**src/rtl/slowctl_pkg.sv**
```systemverilog
package slowctl_pkg;
  localparam int PTR_W    = 3;
  localparam int LR_W     = 3;
  localparam int RATE_W   = 13;
  localparam int LR_TOP   = 6;
  typedef logic [PTR_W-1:0]  code_t;
  typedef logic [LR_W-1:0]   lr_t;
  typedef logic [RATE_W-1:0] rate_t;
endpackage

```
**src/rtl/slowctl_persist.sv**
```systemverilog
module slowctl_persist
  import slowctl_pkg::*;
#(
  parameter int PERSIST = 4
) (
  input  logic  clk,
  input  logic  rst_n,
  input  logic  strobe,
  input  code_t ptr,
  input  logic  synced,
  input  logic  preload_en,
  input  code_t preload_code,
  output code_t acc_code,
  output logic  accept_pulse
);
  localparam int CNT_W = $clog2(PERSIST + 1);
  localparam logic [CNT_W-1:0] LAST = CNT_W'(PERSIST - 1);

  code_t            cand;
  logic [CNT_W-1:0] cnt;

  always_ff @(posedge clk) begin
    if (!rst_n) begin
      acc_code     <= '0;
      cand         <= '0;
      cnt          <= '0;
      accept_pulse <= 1'b0;
    end else begin
      accept_pulse <= 1'b0;
      if (preload_en) begin
        acc_code <= preload_code;
        cnt      <= '0;
      end else if (!synced) begin
        cnt <= '0;
      end else if (strobe) begin
        if (ptr == acc_code) begin
          cnt <= '0;
        end else if (cnt != '0 && ptr == cand) begin
          if (cnt == LAST) begin
            acc_code     <= ptr;
            cnt          <= '0;
            accept_pulse <= 1'b1;
          end else begin
            cnt <= cnt + 1'b1;
          end
        end else begin
          cand <= ptr;
          cnt  <= CNT_W'(1);
        end
      end
    end
  end

  p_cnt_bound_r3: assert property (@(posedge clk) disable iff (!rst_n)
    cnt < CNT_W'(PERSIST));

  p_nosync_hold_r6: assert property (@(posedge clk) disable iff (!rst_n)
    (!synced && !preload_en) |=> $stable(acc_code));

  p_preload_load_r7: assert property (@(posedge clk) disable iff (!rst_n)
    preload_en |=> (acc_code == $past(preload_code) && !accept_pulse));
endmodule

```
**src/rtl/slowctl_decode.sv**
```systemverilog
module slowctl_decode
  import slowctl_pkg::*;
(
  input  code_t code,
  input  lr_t   line_sel,
  output rate_t rate_kbps,
  output logic  chan_en,
  output logic  unsupported
);
  lr_t   lr_eff;
  lr_t   min_lr;
  rate_t raw;

  always_comb begin
    lr_eff = (line_sel > lr_t'(LR_TOP)) ? lr_t'(LR_TOP) : line_sel;
    unique case (code)
      3'd1:    begin raw = rate_t'(240);  min_lr = 3'd0; end
      3'd2:    begin raw = rate_t'(480);  min_lr = 3'd0; end
      3'd3:    begin raw = rate_t'(960);  min_lr = 3'd1; end
      3'd4:    begin raw = rate_t'(1920); min_lr = 3'd2; end
      3'd5:    begin raw = rate_t'(2400); min_lr = 3'd3; end
      3'd6:    begin raw = rate_t'(3840); min_lr = 3'd4; end
      3'd7: begin
        min_lr = 3'd0;
        unique case (lr_eff)
          3'd0:    raw = rate_t'(480);
          3'd1:    raw = rate_t'(960);
          3'd2:    raw = rate_t'(1920);
          3'd3:    raw = rate_t'(2400);
          3'd4:    raw = rate_t'(3840);
          3'd5:    raw = rate_t'(4800);
          default: raw = rate_t'(7680);
        endcase
      end
      default: begin raw = '0; min_lr = 3'd0; end
    endcase
    chan_en     = (code != '0);
    unsupported = (lr_eff < min_lr);
    rate_kbps   = unsupported ? '0 : raw;
  end
endmodule

```
**src/rtl/slowctl_rate_acq.sv**
```systemverilog
module slowctl_rate_acq
  import slowctl_pkg::*;
#(
  parameter int PERSIST = 4
) (
  input  logic        clk,
  input  logic        rst_n,
  input  logic        hf_strobe,
  input  logic [7:0]  ctrl_byte,
  input  logic        link_synced,
  input  logic [2:0]  line_rate_sel,
  input  logic        preload_en,
  input  logic [2:0]  preload_code,
  output logic [2:0]  acc_code,
  output logic [12:0] rate_kbps,
  output logic        chan_en,
  output logic        unsupported,
  output logic        change_pulse
);
  code_t acc_q;

  slowctl_persist #(.PERSIST(PERSIST)) u_persist (
    .clk          (clk),
    .rst_n        (rst_n),
    .strobe       (hf_strobe),
    .ptr          (ctrl_byte[PTR_W-1:0]),
    .synced       (link_synced),
    .preload_en   (preload_en),
    .preload_code (preload_code),
    .acc_code     (acc_q),
    .accept_pulse (change_pulse)
  );

  slowctl_decode u_decode (
    .code        (acc_q),
    .line_sel    (line_rate_sel),
    .rate_kbps   (rate_kbps),
    .chan_en     (chan_en),
    .unsupported (unsupported)
  );

  assign acc_code = acc_q;

  p_quiet_hold_r13: assert property (@(posedge clk) disable iff (!rst_n)
    (!hf_strobe && !preload_en) |=> $stable(acc_code));

  p_pulse_single_r12: assert property (@(posedge clk) disable iff (!rst_n)
    change_pulse |=> !change_pulse);

  p_pulse_moves_r12: assert property (@(posedge clk) disable iff (!rst_n)
    change_pulse |-> (acc_code != $past(acc_code)));

  p_unsup_zero_r10: assert property (@(posedge clk) disable iff (!rst_n)
    unsupported |-> (rate_kbps == '0));

  p_off_zero_r11: assert property (@(posedge clk) disable iff (!rst_n)
    !chan_en |-> (rate_kbps == '0));
endmodule

```
**config.mk**
```make
export PLATFORM = sky130hd
export DESIGN_NAME = slowctl_rate_acq
export DESIGN_NICKNAME = d
export VERILOG_FILES = /design/src/rtl/slowctl_pkg.sv /design/src/rtl/slowctl_persist.sv /design/src/rtl/slowctl_decode.sv /design/src/rtl/slowctl_rate_acq.sv
export SDC_FILE = /design/constraint.sdc
export NUM_CORES = 1
export LEC_CHECK = 0
export BUFFER_PORTS_ARGS = -buffer_cell sky130_fd_sc_hd__buf_2
export CAP_MARGIN = 20
export CORE_MARGIN = 2
export CORE_UTILIZATION = 35
export DETAILED_ROUTE_END_ITERATION = 7
export HOLD_SLACK_MARGIN = 0.12
export PLACE_DENSITY = 0.72
export REMOVE_ABC_BUFFERS = 1
export SLEW_MARGIN = 20
export SYNTH_ARGS = -nofsm -noshare
export SYNTH_HDL_FRONTEND = slang
export SYNTH_SLANG_ARGS = --single-unit
```
**constraint.sdc**
```tcl
create_clock -name clk -period 5.8 [get_ports clk]
set_clock_uncertainty 0.15 [all_clocks]
set_input_delay 1.16 -clock clk [delete_from_list [all_inputs] [get_ports clk]]
set_output_delay 1.16 -clock clk [all_outputs]
set_load 0.1 [all_outputs]
```
After elaboration in Yosys (flattened, before gate mapping) --
Index checks and enable logic that the tools add are counted.
Storage, ports and cells: RAM bits 0, memory bits (read-only) 0, logic and storage cells 56, bits in registers 10, bits in latches 0, memories kept 0
Cells by class: divide/modulo/power cells 0, reductions and logical operators 12, magnitude comparators 2, shift operators 0, $add $sub $neg 1, multiply operators 0, multiplexer cells 15, eq/ne operators 16, bitwise logic cells 6
Operators by type and width (number):
- $pmux 13 s7 | 1
- $pmux 13 s6 | 1
- $mux 3 | 10
- $eq 3x3->1 const B | 6
- $eq 3x2->1 const B | 5
- $mux 13 | 1
- $pmux 3 s4 | 1
- $reduce_and 5->1 | 2
- $reduce_bool 2->1 | 4
- $eq 3x1->1 const B | 2
- $eq 3x3->1 | 2
- $not 1->1 | 6
- $reduce_bool 3->1 | 2
- $reduce_or 6->1 | 1
- $add 3x1->3 const B | 1
- $gt 3x3->1 const B | 1
- $logic_not 3->1 | 1
- $lt 3x3->1 | 1
- $reduce_or 3->1 | 1
- $ne 2x2->1 const B | 1
- $logic_and 1x1->1 | 1
- $mux 1 | 1

Depth between registers and ports, before layout --
Gate-level depths: netlist of run 1.
depth in word-level cells 7, mapped depth 7, gate-level depth less buffers 6

By module --
From an unflattened synthesis of run 1, not the netlist that was laid out.
Unflattened totals: cells, all modules 110, area total of the unflattened synthesis 889.6 µm²
By module, submodules not included:
- slowctl_persist | area each 593.1 µm², cells an instance 66, times used 1
- slowctl_decode | area each 296.5 µm², cells an instance 44, times used 1

Worst setup path before layout of run 1 --
No wires, ideal clock.
path type reg2out, start reg u_persist.acc_code[1], end out rate_kbps[4], data required time 4.490 ns, data arrival time 5.632 ns, path slack -1.142 ns, stages on the path, launching flop included 6, path buffers 1, cells stage by stage dfxtp_1 clkbuf_1 nand3b_1 ha_1 a31oi_2 nor4b_1
On the way: word-level cells in the longest chain between the ends 4, elaborated cells on any way between the ends 11, those cells by class order compare: 1; eq/ne: 7; mux: 3
RTL lines:
- start: declaration | RTL line slowctl_persist.sv:13 | output code_t acc_code,
- start signal: assignment | RTL line slowctl_persist.sv:31 | acc_code <= preload_code;
- start signal: assignment | RTL line slowctl_persist.sv:40 | acc_code <= ptr;
- $eq 3x3->1 / $eq 3x2->1 (equally long branches) | RTL line slowctl_decode.sv:16 | unique case (code)
- $pmux 3 s4 (*) | RTL line slowctl_decode.sv:16
- $lt 3x3->1 (*) | RTL line slowctl_decode.sv:38 | unsupported = (lr_eff < min_lr);
- via unsupported | RTL line slowctl_rate_acq.sv:17 | output logic unsupported,
- $mux 13 (*) | RTL line slowctl_decode.sv:39 | rate_kbps = unsupported ? '0 : raw;
- end: declaration | RTL line slowctl_rate_acq.sv:15 | output logic [12:0] rate_kbps,
Mark *: on every way through the listed nets, which the timed path passes. The rest lies on a longest branch.

Worst setup path after layout of run 1 --
start in line_rate_sel[0], end out unsupported
On the way: word-level cells in the longest chain between the ends 3
RTL lines:
- start: declaration | RTL line slowctl_rate_acq.sv:11 | input logic [2:0] line_rate_sel,
- $gt 3x3->1 | RTL line slowctl_decode.sv:15 | lr_eff = (line_sel > lr_t'(LR_TOP)) ? lr_t'(LR_TOP) : line_sel;
- $mux 3 (*) | RTL line slowctl_decode.sv:15
- $lt 3x3->1 (*) | RTL line slowctl_decode.sv:38
- end: declaration | RTL line slowctl_rate_acq.sv:17
Mark *: on every way between the ends. The rest lies on a longest branch, timed or not.

==> reports/results.ini, run 1 <==
[yosys]
yosysSeqAreaShare=0.2299
ys_types=41
synthSimpleGateAreaFrac=0.3305
synth_edf_count=0
synthXorXnorAreaFrac=0.07040
netlist_area_um2=870.8
synthCells=109
synth_top_family_by_area=simple AND/OR/NAND/NOR gates
ys_ff_latch=10
synthAdderAreaFrac=0.04310
async_flop_share=0
synthMuxAreaShare=0.04598
avgSynthCellArea_um2=7.989
ys.flop_type=dfxtp_1
synth_warnings=0
synth-compound-area-share=0.1839

[critical_path]
slowest_stage=buf_2
path_class=input port to output port
slowest_delay_ps=510
path_cells=buf_2 > nor4bb_1 > o21bai_1 > a31oi_2 > buf_2
endpoint_kind=output port
required_ps=4490
cp_num_cells=5
startpoint_type=input port
crit_top_cell=buf_2
critPathArrivalTime_ps=2620
reg2regPathDepth=6
crit_buf_inv=2
worstPathMaxFanout=10
critPathTopFamily=buffers and inverters

[global_routing]
grtUsageTotal=0.1451
antenna_found_initial=0
grt_pass1_wl_um=3084
grt_overflow=0
grt_start_max_net_pins=16
grt_pass1_vias=750

[floorplanning]
start_util=0.3614
die_h_um=53.88
chipWidth_um=53.88
core-area_um2=2410
dieArea_um2=2903
rows=18
ioPinCount=38

[clock_tree]
clkSinkCount=10
cts_tree=built
cts-resized-gates=0
cts.clk_slew.worst_paths_ps=60
numCtsBuffers=3
post_cts_buffers=0
clockBufferDepth=2
root_buffer=clkbuf_4
clkLatencyLatePin_ps=260
cts.htree.levels=1
cts_hold_buffers=0

[power]
powerDensity_nw_per_um2=235.0
vdd_drop_max_mv=0.1367
p_leak_nw=0.4469

[sta]
hold_viol_final=0
tns_ps=0
setup_violations=0
maxSlewViolCount=0
max_freq_mhz=254.6
period_needed_ps=3927
fin_crit_sh=0.6772
grt_setup_unrepaired=false
fin_hold_ws_ps=293.9

[routing]
drc=0
wl_um=1925
vias=844
dr.pass1.iters=4
first_iter_violations=17
ant_nets=0
wire_per_inst_um=11.81
via_per_inst=5.178

[cells_and_area]
fin_area_um2=1021
drive_gt1_frac=0.2857
layout_common_cells=buf_2 (28), nand2_1 (12), dfxtp_1 (10)
n_antenna_cell=0
fin_util=0.4237
nets=157
area_growth_syn_to_layout_pct=17.24
layout_commonest_cell=buf_2

[min_path]
worstHoldPathCells=2
holdCritPathClass=flop to flop

[place]
dpl.hpwl_um=1496
place.port_buffers=28
placed_area_um2=998.5
globalplace.congestion=0.7507

[flow_run]
maxCapViolCount=0

[status]
outcome=finished, final reports clean

power by group:
group	switching, mW	internal (mW)	leakage [nW]	total (mW)
registers	0.00547	0.0711	0.0816	0.0766
clock network	0.0231	0.0240	0.0138	0.0471
logic	0.0932	0.0230	0.352	0.116
cells in the mapped netlist, types with 2 or more instances:
| cell type | number | area, µm² |
|---|---|---|
| inv_1 | 5 | 18.77 |
| ha_1 | 3 | 37.54 |
| nand4_1 | 2 | 12.51 |
| dfxtp_1 | 10 | 200.2 |
| nand2_1 | 12 | 45.04 |
| buf_4 | 4 | 30.03 |
| nor4bb_1 | 2 | 20.02 |
| nor3b_1 | 3 | 22.52 |
| nand2b_1 | 5 | 31.28 |
| and3_2 | 3 | 22.52 |
| xnor2_1 | 6 | 52.55 |
| o311a_1 | 3 | 30.03 |
| nor2b_1 | 4 | 25.02 |
| mux2i_1 | 4 | 40.04 |
| nand3b_1 | 2 | 15.01 |
| a21oi_1 | 4 | 20.02 |
| a31oi_1 | 2 | 12.51 |
| nor2_1 | 6 | 22.52 |
| clkbuf_1 | 4 | 15.01 |
| o21ai_0 | 3 | 15.01 |
| a21boi_0 | 2 | 15.01 |
flip-flops by register name (all words and copies together), names as in the netlist:
signal,cells
u_persist.acc_code,3
u_persist.cnt,3
u_persist.cand,3
u_persist.accept_pulse,1
stage by stage:
step | worst slack, ps | std cells | total power, mW
finish | 1873 | 163 | 0.2400
global route | 1754 | 163 | 0.2521
CTS | 1875 | 163 | 0.2424
detailed placement | 1877 | 160 | 0.1944
global placement | 1924 | 160 | 0.1927
floorplan | -1039 | 102 | 0.1729
layer usage:
metal,part of all wire,vias to the layer above,GRT usage
met1,0.41,395,0.1644
met5,0,-,0
met2,0.54,17,0.2602
met4,0.011,0,0.04274
met3,0.039,5,0.04167
li1,-,427,-
worst min-delay path, delay by kind of cell, from the launching register on:
kind | cells | cell delay (ps)
DFF | 1 | 310
and+or+nand+nor | 1 | 40
buffers and inverters | 1 | 50
worst paths after layout:
check,endpoint,startpoint,slack [ps]
hold reg to reg,u_persist.cnt[2],u_persist.cnt[2],290
setup reg to reg,u_persist.acc_code[0],u_persist.cnt[0],3940
hold / removal,u_persist.cnt[2],u_persist.cnt[2],290
setup / recovery,unsupported,line_rate_sel[0],1870
logic make-up (layout without fill, tap and decap cells):
family                     Yosys count  in the layout
and+or+nand+nor                     47             47
AOI/OAI and AO/OA                   22             22
buffers and inverters               15             36
DFF                                 10             10
xor gates and xnor gates             7              7
muxes                                4              4
adders and majority gates            3              3
other                                1              4
layout make-up:
class | count | area, µm²
sequential | 10 | 200.2
fill | 247 | 1389
inverter | 5 | 18.77
tap | 30 | 37.54
multi-input combinational | 87 | 601.8
clock buffer | 3 | 22.52
timing repair buffer | 28 | 140.1
Power figures use the tool's default switching activity.
==> run 2: changes to the inputs <==
ABC_AREA = 1   (was not set)
PLACE_DENSITY = 0.73   (was 0.72)
clock period = 3.72 ns   (was 5.8 ns; I/O delays follow)
==> run 2 against run 1 <==
  * Power increased by 46%
  * Critical endpoint is now rate_kbps[10]
  * Combinational power increased by 38%
  * Highest routed layer unchanged
  * Routed wire length increased by 2.4%
  * Count of clock-buffer cells in the layout unchanged
  * Flip-flop and latch count unchanged
==> reports/results.ini, run 2 <==
[place]
dp.cells=199  ; was 160
dpl.hpwl_um=1593  ; was 1496 µm
place.port_buffers=28  ; unchanged
dp_worst_setup_slack_ps=745.3  ; was 1877 ps
globalplace.congestion=0.7734  ; was 0.7507

[cells_and_area]
layout_commonest_cell=nand2_1  ; was buf_2
top_regs=u_persist.acc_code: 3 flops, u_persist.cand: 3 flops, u_persist.cnt: 3 flops  ; unchanged
finalNonFillerCells=202  ; was 163
layout_common_cells=nand2_1 (42), buf_2 (28), nor2_1 (22)  ; was buf_2 (28), nand2_1 (12), dfxtp_1 (10)
drive_gt1_frac=0.1954  ; was 0.2857
area_growth_syn_to_layout_pct=20.39  ; was 17.24%
nets=198  ; was 157
n_antenna_cell=0  ; unchanged
fillers=248  ; was 247
fin_util=0.4499  ; was 0.4237

[routing]
first_iter_violations=17  ; unchanged
dr.pass1.iters=4  ; unchanged
drc=0  ; unchanged
wire_per_inst_um=9.757  ; was 11.81 µm
via_per_inst=4.842  ; was 5.178
wl_um=1971  ; was 1925 µm
vias=978  ; was 844
ant_nets=0  ; unchanged

[clock_tree]
clockBufferDepth=2  ; unchanged
clkLatencyLatePin_ps=260  ; about the same
post_cts_buffers=0  ; unchanged
cts_hold_buffers=0  ; unchanged
clkSinkCount=10  ; unchanged
cts-resized-gates=0  ; unchanged
cts_tree=built  ; unchanged
cts.htree.levels=1  ; unchanged
root_buffer=clkbuf_4  ; unchanged
numCtsBuffers=3  ; unchanged
cts.clk_slew.worst_paths_ps=60  ; about the same

[yosys]
ys_types=22  ; was 41
async_flop_share=0  ; unchanged
netlist_area_um2=834.6  ; was 870.8 µm²
ys_ff_latch=10  ; unchanged
synthSimpleGateAreaFrac=0.3793  ; was 0.3305
synthCells=146  ; was 109
yosysMostFrequentCell=nand2_1  ; unchanged
ys_top_cells_by_count=nand2_1 (42), nor2_1 (22), inv_1 (21)  ; was nand2_1 (12), dfxtp_1 (10), nor2_1 (6), xnor2_1 (6)
synth_area_leader_cell=dfxtp_1  ; unchanged
synth_top_area_frac=0.2399  ; was 0.2299
yosysSeqAreaShare=0.2399  ; was 0.2299
synthMuxAreaShare=0  ; was 0.04598
ys.flop_type=dfxtp_1  ; unchanged
synth_warnings=0  ; unchanged
synthXorXnorAreaFrac=0.01049  ; was 0.07040
netlist_top_cells_area=dfxtp_1 (24%), nand2_1 (19%), nor2_1 (9.9%), inv_1 (9.4%), a21oi_1 (5.4%)  ; was dfxtp_1 (23%), xnor2_1 (6.0%), nand2_1 (5.2%), mux2i_1 (4.6%), ha_1 (4.3%)
synth_top_family_by_area=simple AND/OR/NAND/NOR gates  ; unchanged
avgSynthCellArea_um2=5.716  ; was 7.989 µm²
synth-compound-area-share=0.1754  ; was 0.1839
synthAdderAreaFrac=0.04498  ; was 0.04310
synth_edf_count=0  ; unchanged

[sta]
tns_ps=0  ; unchanged
grt_setup_unrepaired=false  ; unchanged
setup_violations=0  ; unchanged
period_needed_ps=3182
fin_crit_sh=0.8555
hold_viol_final=0  ; unchanged
max_freq_mhz=314.2
setup_ws_ps=537.7  ; was 1873 ps
maxSlewViolCount=0  ; unchanged

[critical_path]
endpoint_kind=output port  ; unchanged
worstPathMaxFanout=10  ; unchanged
path_class=flop to output port  ; was input port to output port
critPathArrivalTime_ps=2290  ; was 2620 ps
required_ps=2830  ; was 4490 ps
startpoint_type=flop  ; was input port

[global_routing]
grt_pass1_vias=816  ; was 750
antenna_found_initial=0  ; unchanged
grtUsageTotal=0.1522  ; was 0.1451
grt_pass1_wl_um=3153  ; was 3084 µm
grt_overflow=0  ; unchanged
grt_start_max_net_pins=12  ; was 16

[power]
p_total_mw=0.3510  ; was 0.2400 mW
p_leak_nw=0.5233  ; was 0.4469 nW
powerDensity_nw_per_um2=349.4  ; was 235.0 nW/µm²
vdd_drop_max_mv=0.2184  ; was 0.1367 mV

[floorplanning]
start_util=0.3737  ; was 0.3614
rows=17  ; was 18
dieArea_um2=2791  ; was 2903 µm²
core-area_um2=2233  ; was 2410 µm²
ioPinCount=38  ; unchanged
die_h_um=52.83  ; was 53.88 µm
chipWidth_um=52.83  ; was 53.88 µm

[flow_run]
maxCapViolCount=0  ; unchanged

[min_path]
holdCritPathClass=flop to flop  ; unchanged

[status]
outcome=finished, final reports clean  ; unchanged

-- run 2: cell type report --
| class | instances | area [µm²] | share of cell area |
|---|---|---|---|
| Sequential cell | 10 | 200.2 | 0.1993 |
| Inverter | 22 | 82.58 | 0.08219 |
| Timing Repair Buffer | 28 | 140.1 | 0.1395 |
| Clock buffer | 3 | 22.52 | 0.02242 |
| Tap cell | 28 | 35.03 | 0.03487 |
| Multi-Input combinational cell | 111 | 524.3 | 0.5218 |
-- run 2: metrics by stage --
step	cell area, µm²	hold slack [ps]
2_1_floorplan	807.0	280.0
3_3_place_gp	982.2	293.0
3_5_place_dp	982.2	299.1
4_1_cts	1005	308.5
5_1_grt	1005	335.9
6_report	1005	304.3
-- run 2: cell families after synthesis --
family,count (synthesis)
xor gates and xnor gates,1
and+or+nand+nor,79
AOI/OAI and AO/OA,24
adders and majority gates,3
DFF,10
other,1
buffers and inverters,28
-- run 2: worst max-delay path, stage by stage (launching register included) --
cell	delay, ps
dfxtp_1	480
inv_2	140
nor2_1	140
nand2_1	70
ha_1	270
a21boi_2	200
a21oi_4	120
nor3_1	160
buf_2	460
-- run 2: report_power, final --
group	internal [mW]	leakage, nW	switching (mW)
Combinational	0.0281	0.428	0.132
Clock	0.0374	0.0138	0.0364
Sequential	0.111	0.0815	0.00619
Total	0.177	0.523	0.174
-- run 2: path summary, 6_finish.rpt --
check | start | endpoint | cells past startpoint | slack (ps)
worst max register to register | u_persist.cnt[0] | u_persist.acc_code[1] | 11 | 2010
worst min-delay path | u_persist.cnt[2] | u_persist.cnt[2] | 2 | 300
worst min register to register | u_persist.cnt[2] | u_persist.cnt[2] | 2 | 300
worst max-delay path | u_persist.acc_code[2] | rate_kbps[10] | 8 | 540
-- run 2: metal layers --
metal / vias to the layer above / global-route usage / wire length [µm]
met4: 0 / 0.06410 / 14
met3: 2 / 0.02571 / 132
li1: 511 / - / -
met1: 433 / 0.1544 / 870
met2: 32 / 0.2979 / 953
met5: - / 0 / 0
==> run 3: changes to the inputs <==
CAP_MARGIN = not set   (was 20)
clock period = 4.01 ns   (was 3.72 ns; I/O delays follow)
==> run 3 against run 2 <==
  * Non-clock buffer count did not move
  * Core utilization is the same
  * Critical path depth fell by 1
  * Sequential share of layout area stayed put
  * Die area stayed put
  * Critical path type unchanged
==> reports/results.ini, run 3 (synthesis gave the netlist of run 2 again) <==
[sta]
fin_crit_sh=0.8095
period_needed_ps=3246
hold_viol_final=0  ; unchanged
tns_ps=0  ; unchanged
setup_violations=0  ; unchanged
maxSlewViolCount=0  ; unchanged
setup_ws_ps=763.9  ; was 537.7 ps
grt_setup_unrepaired=false  ; unchanged
fin_hold_ws_ps=305.1  ; was 304.3 ps
max_freq_mhz=308.1

[cells_and_area]
n_antenna_cell=0  ; unchanged
fillers=242  ; was 248
top_regs=u_persist.acc_code: 3 flops, u_persist.cand: 3 flops, u_persist.cnt: 3 flops  ; unchanged
layout_commonest_cell=nand2_1  ; unchanged
fin_area_um2=1005  ; unchanged
nets=198  ; unchanged
layout_common_cells=nand2_1 (42), buf_2 (28), nor2_1 (22)  ; unchanged
finalNonFillerCells=202  ; unchanged
fin_util=0.4499  ; unchanged
drive_gt1_frac=0.1954  ; unchanged
area_growth_syn_to_layout_pct=20.39  ; unchanged

[floorplanning]
chipWidth_um=52.83  ; unchanged
die_h_um=52.83  ; unchanged
ioPinCount=38  ; unchanged
dieArea_um2=2791  ; unchanged
core-area_um2=2233  ; unchanged
start_util=0.3737  ; unchanged
rows=17  ; unchanged

[global_routing]
grt_start_max_net_pins=12  ; unchanged
grtUsageTotal=0.1522  ; unchanged
antenna_found_initial=0  ; unchanged
grt_pass1_vias=840  ; was 816
grt_overflow=0  ; unchanged
grt_pass1_wl_um=3174  ; was 3153 µm

[clock_tree]
numCtsBuffers=3  ; unchanged
clockBufferDepth=2  ; unchanged
clkLatencyLatePin_ps=270  ; was 260 ps
cts-resized-gates=0  ; unchanged
clkSinkCount=10  ; unchanged
cts.htree.levels=1  ; unchanged
cts_tree=built  ; unchanged
post_cts_buffers=0  ; unchanged
root_buffer=clkbuf_4  ; unchanged
cts.clk_slew.worst_paths_ps=60  ; about the same
cts_hold_buffers=0  ; unchanged

[power]
powerDensity_nw_per_um2=324.2  ; was 349.4 nW/µm²
vdd_drop_max_mv=0.1825  ; was 0.2184 mV
p_leak_nw=0.5233  ; unchanged
p_total_mw=0.3257  ; was 0.3510 mW

[critical_path]
endpoint_kind=output port  ; unchanged
startpoint_type=flop  ; unchanged
slowest_delay_ps=480  ; about the same
path_cells=inv_2 > nor2_1 > nand2_1 > ha_1 > a21boi_2 > a21oi_4 > buf_2  ; was inv_2 > nor2_1 > nand2_1 > ha_1 > a21boi_2 > a21oi_4 > nor3_1 > buf_2
worstPathMaxFanout=10  ; unchanged
path_class=flop to output port  ; unchanged
slowest_stage=dfxtp_1  ; unchanged
required_ps=3060  ; was 2830 ps
critPathArrivalTime_ps=2290  ; about the same

[routing]
drc=0  ; unchanged
first_iter_violations=19  ; was 17
wire_per_inst_um=9.866  ; was 9.757 µm
ant_nets=0  ; unchanged
vias=956  ; was 978
wl_um=1993  ; was 1971 µm
dr.pass1.iters=4  ; unchanged
via_per_inst=4.733  ; was 4.842

[place]
place.port_buffers=28  ; unchanged
placed_area_um2=982.2  ; unchanged
dp.cells=199  ; unchanged
globalplace.congestion=0.7723  ; was 0.7734
dpl.hpwl_um=1578  ; was 1593 µm
dp_worst_setup_slack_ps=932.2  ; was 745.3 ps

[flow_run]
maxCapViolCount=0  ; unchanged

[min_path]
holdCritPathClass=flop to flop  ; unchanged

[status]
outcome=finished, final reports clean  ; unchanged

[run 3: cell counts in the layout (fill, tap and decap cells not counted)]
Identical to the previous run, type by type.
[run 3: routing by layer]
metal / routed length [µm] / track usage / up-vias
li1: - / - / 510
met1: 879 / 0.1509 / 412
met2: 979 / 0.3021 / 32
met3: 125 / 0.02571 / 2
met4: 8 / 0.06410 / 0
met5: 0 / 0 / -
[run 3: layout make-up]
class	count	area [µm²]	share of cell area
multi-input combinational	111	524.3	0.5218
timing repair buffer	28	140.1	0.1395
clock buffer	3	22.52	0.02242
sequential	10	200.2	0.1993
tap	28	35.03	0.03487
inverter	22	82.58	0.08219
[run 3: critical path: cells and delay by family (launching register included)]
family / cells / cell delay [ps]
fa+ha+maj: 1 / 270
simple gates: 2 / 210
flops: 1 / 480
compound gates: 2 / 440
buf+inv: 2 / 620
[run 3: path summary, 6_finish.rpt]
| check | start | endpoint | slack, ps | depth (start not counted) |
|---|---|---|---|---|
| worst max-delay path | u_persist.acc_code[2] | unsupported | 760 | 7 |
| worst min-delay path | u_persist.cnt[2] | u_persist.cnt[2] | 310 | 2 |
| worst max register to register | u_persist.cnt[0] | u_persist.acc_code[1] | 2300 | 11 |
| worst min register to register | u_persist.cnt[2] | u_persist.cnt[2] | 310 | 2 |
[run 3: power breakdown]
group          switching, mW  internal, mW  total [mW]
logic                  0.122        0.0261       0.148
clock network         0.0338        0.0347      0.0685
registers            0.00579         0.103       0.109
